--- src/rtl/qavg_pkg.sv ---
package qavg_pkg;
   localparam int unsigned GUARD_BITS = 2;

   function automatic int unsigned sum_width(input int unsigned lane_w);
      return lane_w + GUARD_BITS;
   endfunction

   typedef enum logic [0:0] {
      TREE_BALANCED = 1'b0,
      TREE_CHAIN    = 1'b1
   } tree_shape_e;
endpackage

--- src/rtl/qavg_lane.sv ---
module qavg_lane
   import qavg_pkg::*;
#(
   parameter int unsigned LANE_W = 8,
   parameter tree_shape_e SHAPE  = TREE_BALANCED
) (
   input  logic [LANE_W-1:0] in_a,
   input  logic [LANE_W-1:0] in_b,
   input  logic [LANE_W-1:0] in_c,
   input  logic [LANE_W-1:0] in_d,
   output logic [LANE_W-1:0] avg
);
   localparam int unsigned SW = sum_width(LANE_W);
   localparam logic [SW-1:0] HALF = SW'(2);

   logic [SW-1:0] total;

   generate
      if (SHAPE == TREE_BALANCED) begin : g_tree
         logic [LANE_W:0] pair_ab;
         logic [LANE_W:0] pair_cd;
         always_comb begin
            pair_ab = {1'b0, in_a} + {1'b0, in_b};
            pair_cd = {1'b0, in_c} + {1'b0, in_d};
            total   = {1'b0, pair_ab} + {1'b0, pair_cd};
         end
      end else begin : g_chain
         always_comb begin
            total = SW'(in_a) + SW'(in_b);
            total = total + SW'(in_c);
            total = total + SW'(in_d);
         end
      end
   endgenerate

   logic [SW-1:0] rounded;
   always_comb rounded = total + HALF;
   assign avg = rounded[SW-1:GUARD_BITS];
endmodule

--- src/rtl/qavg_pipe.sv ---
module qavg_pipe #(
   parameter int unsigned WIDTH = 64,
   parameter int unsigned DEPTH = 2
) (
   input  logic             clk,
   input  logic             rst_n,
   input  logic             in_fire,
   input  logic [WIDTH-1:0] in_data,
   output logic             out_fire,
   output logic [WIDTH-1:0] out_data
);
   logic [DEPTH-1:0] fire_q;
   logic [WIDTH-1:0] data_q [DEPTH];

   always_ff @(posedge clk or negedge rst_n) begin
      if (!rst_n) begin
         fire_q <= '0;
         for (int i = 0; i < int'(DEPTH); i++) data_q[i] <= '0;
      end else begin
         fire_q[0] <= in_fire;
         if (in_fire) data_q[0] <= in_data;
         for (int i = 1; i < int'(DEPTH); i++) begin
            fire_q[i] <= fire_q[i-1];
            if (fire_q[i-1]) data_q[i] <= data_q[i-1];
         end
      end
   end

   assign out_fire = fire_q[DEPTH-1];
   assign out_data = data_q[DEPTH-1];
endmodule

--- src/rtl/quad_avg_unit.sv ---
module quad_avg_unit
   import qavg_pkg::*;
#(
   parameter int unsigned LANES      = 8,
   parameter int unsigned LANE_W     = 8,
   parameter int unsigned PIPE_DEPTH = 2,
   parameter tree_shape_e SHAPE      = TREE_BALANCED
) (
   input  logic                      clk,
   input  logic                      rst_n,
   input  logic                      op_valid,
   input  logic                      op_guard,
   input  logic [LANES*LANE_W-1:0]   src_a,
   input  logic [LANES*LANE_W-1:0]   src_b,
   input  logic [LANES*LANE_W-1:0]   src_c,
   input  logic [LANES*LANE_W-1:0]   src_d,
   output logic                      res_valid,
   output logic [LANES*LANE_W-1:0]   res_word
);
   localparam int unsigned VEC_W = LANES * LANE_W;

   generate
      if (PIPE_DEPTH < 1 || PIPE_DEPTH > 4) begin : g_bad_depth
         $error("quad_avg_unit: PIPE_DEPTH must lie in 1..4");
      end
      if (LANES < 1) begin : g_bad_lanes
         $error("quad_avg_unit: LANES must be at least 1");
      end
      if (LANE_W < 2) begin : g_bad_width
         $error("quad_avg_unit: LANE_W must be at least 2");
      end
   endgenerate

   logic             fire;
   logic [VEC_W-1:0] avg_now;

   assign fire = op_valid & op_guard;

   generate
      for (genvar ln = 0; ln < int'(LANES); ln++) begin : g_lane
         qavg_lane #(
            .LANE_W (LANE_W),
            .SHAPE  (SHAPE)
         ) u_lane (
            .in_a (src_a[ln*LANE_W +: LANE_W]),
            .in_b (src_b[ln*LANE_W +: LANE_W]),
            .in_c (src_c[ln*LANE_W +: LANE_W]),
            .in_d (src_d[ln*LANE_W +: LANE_W]),
            .avg  (avg_now[ln*LANE_W +: LANE_W])
         );
      end
   endgenerate

   qavg_pipe #(
      .WIDTH (VEC_W),
      .DEPTH (PIPE_DEPTH)
   ) u_pipe (
      .clk      (clk),
      .rst_n    (rst_n),
      .in_fire  (fire),
      .in_data  (avg_now),
      .out_fire (res_valid),
      .out_data (res_word)
   );
endmodule

--- config.mk ---
export PLATFORM = sky130hd
export DESIGN_NAME = quad_avg_unit
export DESIGN_NICKNAME = d
export VERILOG_FILES = /design/src/rtl/qavg_pkg.sv /design/src/rtl/qavg_lane.sv /design/src/rtl/qavg_pipe.sv /design/src/rtl/quad_avg_unit.sv
export SDC_FILE = /design/constraint.sdc
export NUM_CORES = 1
export LEC_CHECK = 0
export ABC_AREA = 1
export BUFFER_PORTS_ARGS = -buffer_cell sky130_fd_sc_hd__buf_2
export CORE_ASPECT_RATIO = 1.1
export CORE_MARGIN = 2
export CORE_UTILIZATION = 55
export CTS_CLUSTER_SIZE = 25
export DETAILED_ROUTE_END_ITERATION = 10
export PLACE_DENSITY = 0.83
export REMOVE_ABC_BUFFERS = 1
export SETUP_SLACK_MARGIN = 0.5
export SLEW_MARGIN = 25
export SYNTH_ARGS = -nofsm -noshare
export SYNTH_HDL_FRONTEND = slang
export SYNTH_SLANG_ARGS = --single-unit
export TNS_END_PERCENT = 20
--- constraint.sdc ---
create_clock -name clk -period 1.48 [get_ports clk]
set_clock_uncertainty 0.2 [all_clocks]
set_input_delay 0.444 -clock clk [delete_from_list [all_inputs] [get_ports clk]]
set_output_delay 0.444 -clock clk [all_outputs]
set_load 0.02 [all_outputs]
==> impl_metrics.csv, run 1 <==
group,metric,value,unit
cts,cts.htree.levels,4,
setup_path,worstSetupEndpointType,"flop",
grt,grt_start_max_net_pins,33,
power,powerDensity,1555,nW/um^2
route,antenna_left,0,
synth,ys_ff_latch,130,
power,seqPwrFrac,22.7,%
synth,synth_top_family_by_area,"adder cells",
setup_path,crit_fanout,3,
timing,setup_slack,-1081,ps
setup_path,worstPathRequired,1580,ps
cts,clk_latency,410,ps
synth,synth_warnings,0,
final_layout,area_delta_synth_final,44.59,%
synth,yosysUniqueCellTypes,24,
route,vias,11653,
synth,synth_area_leader_cell,"dfrtp_1",
placement,dpl.hpwl,22.41,mm
synth,synth_top_cell_area_share,26.92,%
timing,slew_viol_final,0,
power,p_sw,11.72,mW
timing,fmax,390.5,MHz
timing,hold_slack,-283.8,ps
run,cap_viol_max_count,0,
timing,tightest_slew,331.2,ps
grt,grt_use_total,30.59,%
timing,fin_crit_sh,173.0,%
run_status,violations,"negative hold slack, negative setup slack",
power,combPwrFrac,62.1,%
grt,grt_pass1_wl,57.62,mm
synth,synth.yosys.seq_area_share,26.92,%
route,wl,39.98,mm
timing,finalSetupViolations,129,
power,p_sw_share,43.17,%
floorplanning,io_pins,325,
synth,avgSynthCellArea,7.986,um^2
synth,netlist_top_cells_area,"dfrtp_1 27%, fa_1 20%, inv_1 15%, nand2_1 9.1%, ha_1 7.5%",
setup_path,path_class,"input pin to flop",
cts,clockBufferDepth,2,
timing,hold_viol_final,23,
floorplanning,coreArea,21440,um^2
final_layout,most-common-layout-cells,"326 x inv_1, 235 x buf_2, 175 x nand2_1",
setup_path,critPathArrivalTime,2660,ps
synth,yosys.area_share.adder,27.34,%
floorplanning,fp.dieArea,23170,um^2
cts,cts-root-buf,"clkbuf_16",
cts,cts_buffers,17,
synth,synth_area,12080,um^2
final_layout,final_common_cell,"inv_1",
hold_path,hold_class,"input pin to async pin",
floorplanning,die_y,159.5,um
timing,final.min_clock_period,2561,ps
placement,io_buffers,324,
synth,synthXorXnorAreaFrac,0.6524,%
power,pwr-share-clk,15.2,%
grt,grt_overflow,0,
synth,synth_simple_gate_area_share,15.12,%
setup_path,critPathLaunchType,"input pin",
run_status,outcome,"finished with violations",
floorplanning,start_util,56.36,%
power,p_total,27.16,mW
final_layout,n_antenna_cell,0,
route,wire_per_inst,18.25,um
final_layout,drive_gt1_share,52.58,%
final_layout,fin_nets,2343,
route,remaining_drc_errors,0,
cts,cts.sinks,130,
timing,rsz0062_at_grt,"yes",
placement,dpl_worst_slack,-1486,ps
placement,gp_congestion,0.8801,
power,peakVddDrop,1.057,mV
synth,synth_compound_area_share,4.453,%
route,drtIter0Drc,663,
floorplanning,rows,56,
power,intPower,15.43,mW
route,viasPerCell,5.321,
grt,antenna_found_initial,1,
synth,synthMuxAreaShare,5.499,%
cts,cts_tree,"yes",
power,leakage,9.563,nW
synth,postSynthCellCount,1513,
route,dr.pass1.iters,5,
floorplanning,dieWidth,145.3,um
cts,cts.clk_slew.worst_paths,50,ps
timing,slew_headroom,77.92,%
grt,grt_pass1_vias,12719,
[synthesized netlist by cell type (all sizes together)]
cell type	count
inv	487
nand2	301
dfrtp	130
fa	120
buf	83
nand3	81
ha	72
mux2	59
nor2	57
o21ai	47
a21oi	45
xnor2	9
nor3	8
o21bai	8
clkbuf	2
nand4	2
a21o	1
a31oi	1
[power by group through the flow]
stage          Combinational [mW]  Clock, mW  Sequential (mW)
2_1_floorplan                5.86          0             6.76
3_3_place_gp                 10.4          0             5.83
3_5_place_dp                 10.9          0             5.93
4_1_cts                      14.0       4.17             6.03
5_1_grt                      17.9       4.32             6.29
6_report                     16.9       4.13             6.15
[final timing paths]
path | from | endpoint | slack (ps) | depth (start not counted)
worst max-delay path | src_a[20] | u_pipe.data_q[86] | -1080 | 14
worst min-delay path | rst_n | u_pipe.data_q[88] | -280 | 1
worst max register to register | u_pipe.fire_q[0] | u_pipe.out_data[1] | 90 | 2
worst min register to register | u_pipe.data_q[117] | u_pipe.data_q[117] | 270 | 2
max in group asynchronous | rst_n | u_pipe.out_data[20] | 890 | 2
min in group clk | u_pipe.data_q[117] | u_pipe.data_q[117] | 270 | 2
[per-layer routing]
metal / vias to the layer above / routed length [um] / GRT usage, %
li1: 5094 / - / -
met1: 5576 / 12920 / 29.44
met2: 707 / 21290 / 58.08
met3: 274 / 2475 / 7.049
met4: 2 / 3291 / 19.56
met5: - / 7 / 0
[through the flow]
stage | cell area, um^2 | std cells | util (%) | TNS (ps)
2_1_floorplan | 11490 | 1428 | - | -142790
3_3_place_gp | 14340 | 2142 | 66.88 | -81360
3_5_place_dp | 14340 | 2142 | 66.88 | -85060
4_1_cts | 16610 | 2180 | 77.48 | -58080
5_1_grt | 17470 | 2190 | 81.48 | -70810
6_report | 17470 | 2190 | 81.48 | -65650
[cell families (layout without fill, tap and decap cells)]
kind of cell / after synthesis / in the layout
adder cells (fa/ha/maj): 192 / 192
multiplexers: 59 / 59
XOR/XNOR: 9 / 9
AND/OR/NAND/NOR: 449 / 449
AO/OA/AOI/OAI: 102 / 102
flip-flops: 130 / 130
buffers and inverters: 572 / 959
[cell type report]
| cell class | count | area, um^2 |
|---|---|---|
| clock buffers | 23 | 498.0 |
| clock inverters | 5 | 77.57 |
| fillers | 1097 | 3970 |
| inverters | 487 | 1853 |
| multi-input cells | 811 | 8147 |
| flip-flops and latches | 130 | 3257 |
| well taps | 290 | 362.8 |
| repair buffers | 444 | 3276 |
[worst max-delay path: stages]
cell	delay, ps
buf_2	100
inv_2	50
fa_1	480
fa_1	550
inv_2	50
ha_4	270
buf_4	120
nand2_1	110
nor2_2	150
nand2_2	80
nand2_2	70
nand2_1	50
nand3_1	70
nand2_1	50
[state kept, by name, summed over array words and instances (netlist names)]
name and flops:
u_pipe.out_data 64, u_pipe.fire_q 2, u_pipe.data_q 64
[timing repair]
item / CTS / global route
pin swaps: 175 / 165
hold endpoints to repair: 23 / 23
buffers inserted: 10 / 10
gates resized for setup: 456 / 255
endpoints found under the setup margin: 194 / 194
Power figures use the tool's default switching activity.
==> inputs of run 2 (changes only) <==
--- a/config.mk
+++ b/config.mk
@@ -9,10 +9,10 @@
 export BUFFER_PORTS_ARGS = -buffer_cell sky130_fd_sc_hd__buf_2
 export CORE_ASPECT_RATIO = 1.1
 export CORE_MARGIN = 2
-export CORE_UTILIZATION = 55
+export CORE_UTILIZATION = 59
 export CTS_CLUSTER_SIZE = 25
 export DETAILED_ROUTE_END_ITERATION = 10
-export PLACE_DENSITY = 0.83
+export PLACE_DENSITY = 0.88
 export REMOVE_ABC_BUFFERS = 1
 export SETUP_SLACK_MARGIN = 0.5
 export SLEW_MARGIN = 25
==> constraint.sdc (replaced) <==
create_clock -name clk -period 3.15 [get_ports clk]
set_clock_uncertainty 0.2 [all_clocks]
set_input_delay 0.945 -clock clk [delete_from_list [all_inputs] [get_ports clk]]
set_output_delay 0.945 -clock clk [all_outputs]
set_load 0.02 [all_outputs]
==> run 2 against run 1 <==
The flow now finishes without violations. Sequential share of layout area increased by 2.0 points. Cell area decreased by 9.6%. Sequential cell count unchanged. Register-to-register slack improved by 1200 ps. Largest power group unchanged. Hold slack improved by 550 ps.
==> impl_metrics.csv, run 2 (synthesized netlist as in run 1, its figures left out) <==
group,metric,value,unit
final_layout,final_common_cell,"inv_1",
final_layout,fin_nets,2305,
cts,cts.clk_slew.worst_paths,60,ps
run_status,outcome,"complete, no violations",
setup_path,cp_top_family,"adder cells",
timing,finalSetupViolations,0,
timing,fin_crit_sh,97.14,%
grt,grt_pass1_vias,11417,
cts,clk_latency,420,ps
route,vias,11115,
setup_path,max_stage_delay,580,ps
route,remaining_drc_errors,0,
setup_path,r2r_cells,1,
route,wire_per_inst,15.89,um
timing,tightest_slew,984.3,ps
setup_path,critical_path_buf_inv_count,3,
floorplanning,fp.dieArea,21640,um^2
placement,dpl_worst_slack,-366.1,ps
floorplanning,die_y,154.1,um
setup_path,cp_slowest_cell,"fa_1",
floorplanning,rows,54,
timing,hold_slack,269.3,ps
hold_path,hold_class,"flop to flop",
timing,rsz0062_at_grt,"yes",
grt,grt_start_max_net_pins,71,
route,wl,33.68,mm
setup_path,reg2reg_to,"u_pipe.out_data[15]",
cts,clockBufferDepth,2,
setup_path,critPathLaunchType,"input pin",
setup_path,worstPathRequired,3300,ps
route,antenna_left,0,
route,drtIter0Drc,712,
setup_path,r2r_slack,1270,ps
placement,io_buffers,324,
cts,cts-root-buf,"clkbuf_16",
floorplanning,io_pins,325,
power,leakage,9.132,nW
route,dr.pass1.iters,6,
route,viasPerCell,5.245,
cts,cts.sinks,130,
hold_path,hold_path.startpoint,"u_pipe.data_q[117]",
grt,antenna_found_initial,1,
timing,fmax,326.8,MHz
timing,setup_slack,90.13,ps
final_layout,area_delta_synth_final,30.74,%
final_layout,nFillCells,1111,
hold_path,hold-path-endpoint,"u_pipe.data_q[117]",
setup_path,crit_chain,"buf_2 > inv_1 > fa_2 > fa_1 > inv_1 > ha_4 > nand2_2 > nor3_4 > nand4_1 > nand3_1 > nand2_1 > nand2_1",
cts,cts_buffers,17,
setup_path,worstSetupEndpointType,"flop",
hold_path,worstHoldPathCells,2,
placement,gp_congestion,0.8935,
setup_path,r2r_start,"u_pipe.fire_q[0]",
power,powerDensity,710.0,nW/um^2
cts,cts_tree,"yes",
floorplanning,coreArea,19930,um^2
setup_path,path_class,"input pin to flop",
grt,grt_overflow,0,
timing,tns,0,ps
power,peakVddDrop,0.5758,mV
final_layout,most-common-layout-cells,"420 x inv_1, 306 x buf_2, 235 x nand2_1",
placement,dpl.hpwl,21.45,mm
setup_path,crit_fanout,4,
setup_path,critPathArrivalTime,3210,ps
grt,grt_use_total,28.39,%
timing,final.min_clock_period,3060,ps
timing,slew_viol_final,0,
final_layout,drive_gt1_share,39.12,%
floorplanning,dieWidth,140.4,um
run,cap_viol_max_count,0,
grt,grt_pass1_wl,49.76,mm
cts,cts.htree.levels,4,
timing,slew_headroom,34.38,%
floorplanning,start_util,60.62,%
setup_path,cp.depth,12,
timing,hold_viol_final,0,
[run 2: worst min-delay path, delay by kind of cell, from the launching register on]
kind | cells | cell delay [ps]
flip-flops | 1 | 340
AND/OR/NAND/NOR | 2 | 100
[run 2: area by class of cell]
type	instances	area (um^2)	area share, %
antenna	1	2.502	0.01584
clock buffer	17	425.4	2.693
clock inverter	15	207.7	1.315
inverter	487	1836	11.62
multi-input combinational	811	7341	46.47
sequential	130	3257	20.62
tap	252	315.3	1.996
timing repair buffer	406	2414	15.28
[run 2: how the worst max path moves through the flow]
stage	startpoint	end	slack [ps]
after floorplan	op_valid	u_pipe.data_q[100]	-210
after global placement	src_a[37]	u_pipe.data_q[102]	-220
after detailed placement	src_b[5]	u_pipe.data_q[70]	-370
after CTS	src_b[35]	u_pipe.data_q[100]	240
after global routing	src_a[40]	u_pipe.data_q[107]	30
final	src_b[62]	u_pipe.data_q[127]	90
[run 2: timing repair]
item,CTS,global route
gates resized for setup,140,141
cloned,0,0
hold buffers,0,0
pin swaps,71,52
buffers inserted,10,4
setup endpoints to repair,62,64
[run 2: report_power, final]
group	internal (mW)	leakage, nW	switching [mW]	total (mW)
Combinational	2.74	7.25	3.56	6.30
Clock	1.33	0.308	0.782	2.11
Sequential	2.39	1.58	0.419	2.81
Total	6.46	9.13	4.76	11.2
[run 2: through the flow]
stage	power [mW]	utilization, %	instances	cell area (um^2)
global placement	7.540	70.19	2072	13990
detailed placement	7.785	70.19	2072	13990
finish	11.22	79.26	2119	15800
global route	11.95	79.25	2118	15800
CTS	10.39	76.27	2114	15200
floorplan	5.929	-	1428	11490
[run 2: metal layers]
metal / GRT usage [%] / vias to the layer above / wire length (um)
li1: - / 5031 / -
met1: 28.78 / 5325 / 11170
met2: 55.09 / 601 / 18230
met3: 6.073 / 156 / 2516
met4: 12.89 / 2 / 1750
met5: 0 / - / 14
==> inputs of run 3 (changes only) <==
--- a/config.mk
+++ b/config.mk
@@ -6,13 +6,13 @@
 export NUM_CORES = 1
 export LEC_CHECK = 0
 export ABC_AREA = 1
-export BUFFER_PORTS_ARGS = -buffer_cell sky130_fd_sc_hd__buf_2
 export CORE_ASPECT_RATIO = 1.1
 export CORE_MARGIN = 2
-export CORE_UTILIZATION = 59
+export CORE_UTILIZATION = 60
 export CTS_CLUSTER_SIZE = 25
 export DETAILED_ROUTE_END_ITERATION = 10
-export PLACE_DENSITY = 0.88
+export DONT_BUFFER_PORTS = 1
+export PLACE_DENSITY = 0.87
 export REMOVE_ABC_BUFFERS = 1
 export SETUP_SLACK_MARGIN = 0.5
 export SLEW_MARGIN = 25
==> run 3 against run 2 <==
Non-clock buffer count decreased by 331. Cell area down 11%. Fmax rose by 6.3%. Critical endpoint is now u_pipe.data_q[84]. Clock power decreased by 10%. Hold slack got worse by 240 ps. Setup slack improved by 180 ps. First-iteration DRC count is 44% lower. Power decreased by 8.1%.
==> impl_metrics.csv, run 3 (synthesized netlist as in run 1, its figures left out) <==
group,metric,value,unit
run_status,outcome,"complete, no violations",
setup_path,crit_top_cell,"nand2_1",
route,vias,9384,
cts,cts.sinks,130,
setup_path,r2r_start,"u_pipe.fire_q[0]",
grt,grt_start_max_net_pins,131,
setup_path,path_class,"input pin to flop",
floorplanning,rows,54,
final_layout,drive_gt1_share,25.67,%
power,leakage,7.763,nW
timing,slew_headroom,34.12,%
timing,hold_slack,33.32,ps
route,viasPerCell,5.251,
floorplanning,coreArea,19800,um^2
floorplanning,io_pins,325,
setup_path,worstPathRequired,3240,ps
route,drtIter0Drc,396,
cts,cts.htree.levels,4,
floorplanning,start_util,61.04,%
power,p_sw_share,42.45,%
power,seqPwrFrac,33.1,%
grt,grt_use_total,25.63,%
route,remaining_drc_errors,0,
route,wire_per_inst,16.12,um
cts,cts.clk_slew.worst_paths,60,ps
timing,final.min_clock_period,2878,ps
power,p_sw,4.375,mW
setup_path,worstSetupEndpointType,"flop",
floorplanning,fp.dieArea,21290,um^2
grt,grt_overflow,0,
route,dr.pass1.iters,6,
setup_path,cp_slowest_cell,"fa_1",
floorplanning,die_y,152.8,um
final_layout,most-common-layout-cells,"427 x inv_1, 230 x nand2_1, 129 x dfrtp_1",
power,powerDensity,734.8,nW/um^2
grt,grt_pass1_vias,10014,
cts,cts-root-buf,"clkbuf_16",
route,wl,28.80,mm
power,pwr-share-clk,18.3,%
timing,tightest_slew,988.2,ps
grt,grt_pass1_wl,44.37,mm
cts,clockBufferDepth,2,
final_layout,fin_nets,1974,
cts,cts_tree,"yes",
timing,hold_viol_final,0,
setup_path,critPathArrivalTime,2970,ps
setup_path,reg2reg_to,"u_pipe.out_data[16]",
placement,io_buffers,0,
placement,gp_congestion,0.8959,
power,combPwrFrac,48.5,%
timing,rsz0062_at_grt,"yes",
timing,finalSetupViolations,0,
setup_path,crit_chain,"inv_1 > fa_1 > fa_1 > inv_1 > ha_4 > nand2_1 > inv_1 > nand2_1 > nand2_2 > nand2_1 > nand2_1 > nand2_1 > nand3_1 > nand2_1",
timing,slew_viol_final,0,
setup_path,r2r_slack,1290,ps
cts,clk_latency,410,ps
placement,dpl.hpwl,20.55,mm
run,cap_viol_max_count,0,
hold_path,hold_class,"input pin to async pin",
grt,antenna_found_initial,0,
final_layout,final_common_cell,"inv_1",
power,intPower,5.931,mW
setup_path,r2r_cells,1,
setup_path,crit_fanout,4,
floorplanning,dieWidth,139.3,um
cts,cts_buffers,17,
timing,fmax,347.4,MHz
setup_path,critPathLaunchType,"input pin",
final_layout,area_delta_synth_final,16.07,%
route,antenna_left,0,
cts,cts_hold_buf,0,
timing,fin_crit_sh,91.38,%
final_layout,utilization,70.84,%
power,peakVddDrop,0.4976,mV
final_layout,n_antenna_cell,0,
setup_path,max_stage_delay,520,ps
[run 3: cell count changes in the layout (fill, tap and decap cells not counted), sizes merged]
cell    previous run  this run
bufinv             4         2
clkbuf            17        22
clkinv             8         7
inv              489       487
diode              1         0
buf              406        75
[run 3: critical path, delay by kind of cell]
family / cells / cell delay [ps]
fa+ha+maj: 3 / 1300
buf+inv: 3 / 170
simple gates: 8 / 560
[run 3: how the worst max path moves through the flow]
| stage | start | end | slack (ps) | depth (start not counted) |
|---|---|---|---|---|
| after CTS | src_c[35] | u_pipe.data_q[100] | 300 | 14 |
| after global placement | src_a[37] | u_pipe.data_q[102] | -170 | 12 |
| after detailed placement | src_a[6] | u_pipe.data_q[69] | -220 | 12 |
| after global routing | src_c[19] | u_pipe.data_q[84] | 180 | 14 |
| final | src_c[19] | u_pipe.data_q[84] | 270 | 14 |
| after floorplan | op_valid | u_pipe.data_q[100] | -210 | 4 |
[run 3: final cells by class]
class / count / area (um^2)
clock buffer: 22 / 454.2
tap: 252 / 315.3
clock inverter: 10 / 110.1
timing repair buffer: 75 / 599.3
multi-input combinational: 811 / 7398
fill: 1330 / 5772
sequential: 130 / 3257
inverter: 487 / 1891
[run 3: stage by stage]
| step | power [mW] | setup WS, ps | instances | area [um^2] | TNS (ps) |
|---|---|---|---|---|---|
| 6_report | 10.31 | 271.6 | 1787 | 14020 | 0 |
| 3_3_place_gp | 7.037 | -167.3 | 1744 | 12320 | -3853 |
| 2_1_floorplan | 5.929 | -205.5 | 1428 | 11490 | -10390 |
| 3_5_place_dp | 7.296 | -216.0 | 1744 | 12320 | -6787 |
| 5_1_grt | 11.04 | 183.7 | 1787 | 14020 | 0 |
| 4_1_cts | 9.679 | 298.6 | 1783 | 13440 | 0 |
[run 3: power by group through the flow]
| stage | logic (mW) | clock network, mW | registers (mW) |
|---|---|---|---|
| floorplan | 2.75 | 0 | 3.18 |
| global placement | 3.64 | 0 | 3.39 |
| detailed placement | 3.87 | 0 | 3.43 |
| CTS | 4.34 | 1.93 | 3.41 |
| global route | 5.53 | 2.01 | 3.50 |
| finish | 5.00 | 1.89 | 3.41 |
[run 3: repair_timing]
item,CTS,global route
gates resized for setup,117,164
pin swaps,78,96
setup buffers,7,4
endpoints found under the hold margin,0,0
cloned,0,0
endpoints found under the setup margin,55,60
[run 3: metal layers]
metal | wire, um | vias to the layer above | track usage [%]
met5 | 0 | - | 0
met4 | 1211 | 0 | 11.50
met3 | 1947 | 102 | 7.581
met2 | 15760 | 381 | 47.97
met1 | 9877 | 4537 | 26.14
li1 | - | 4364 | -
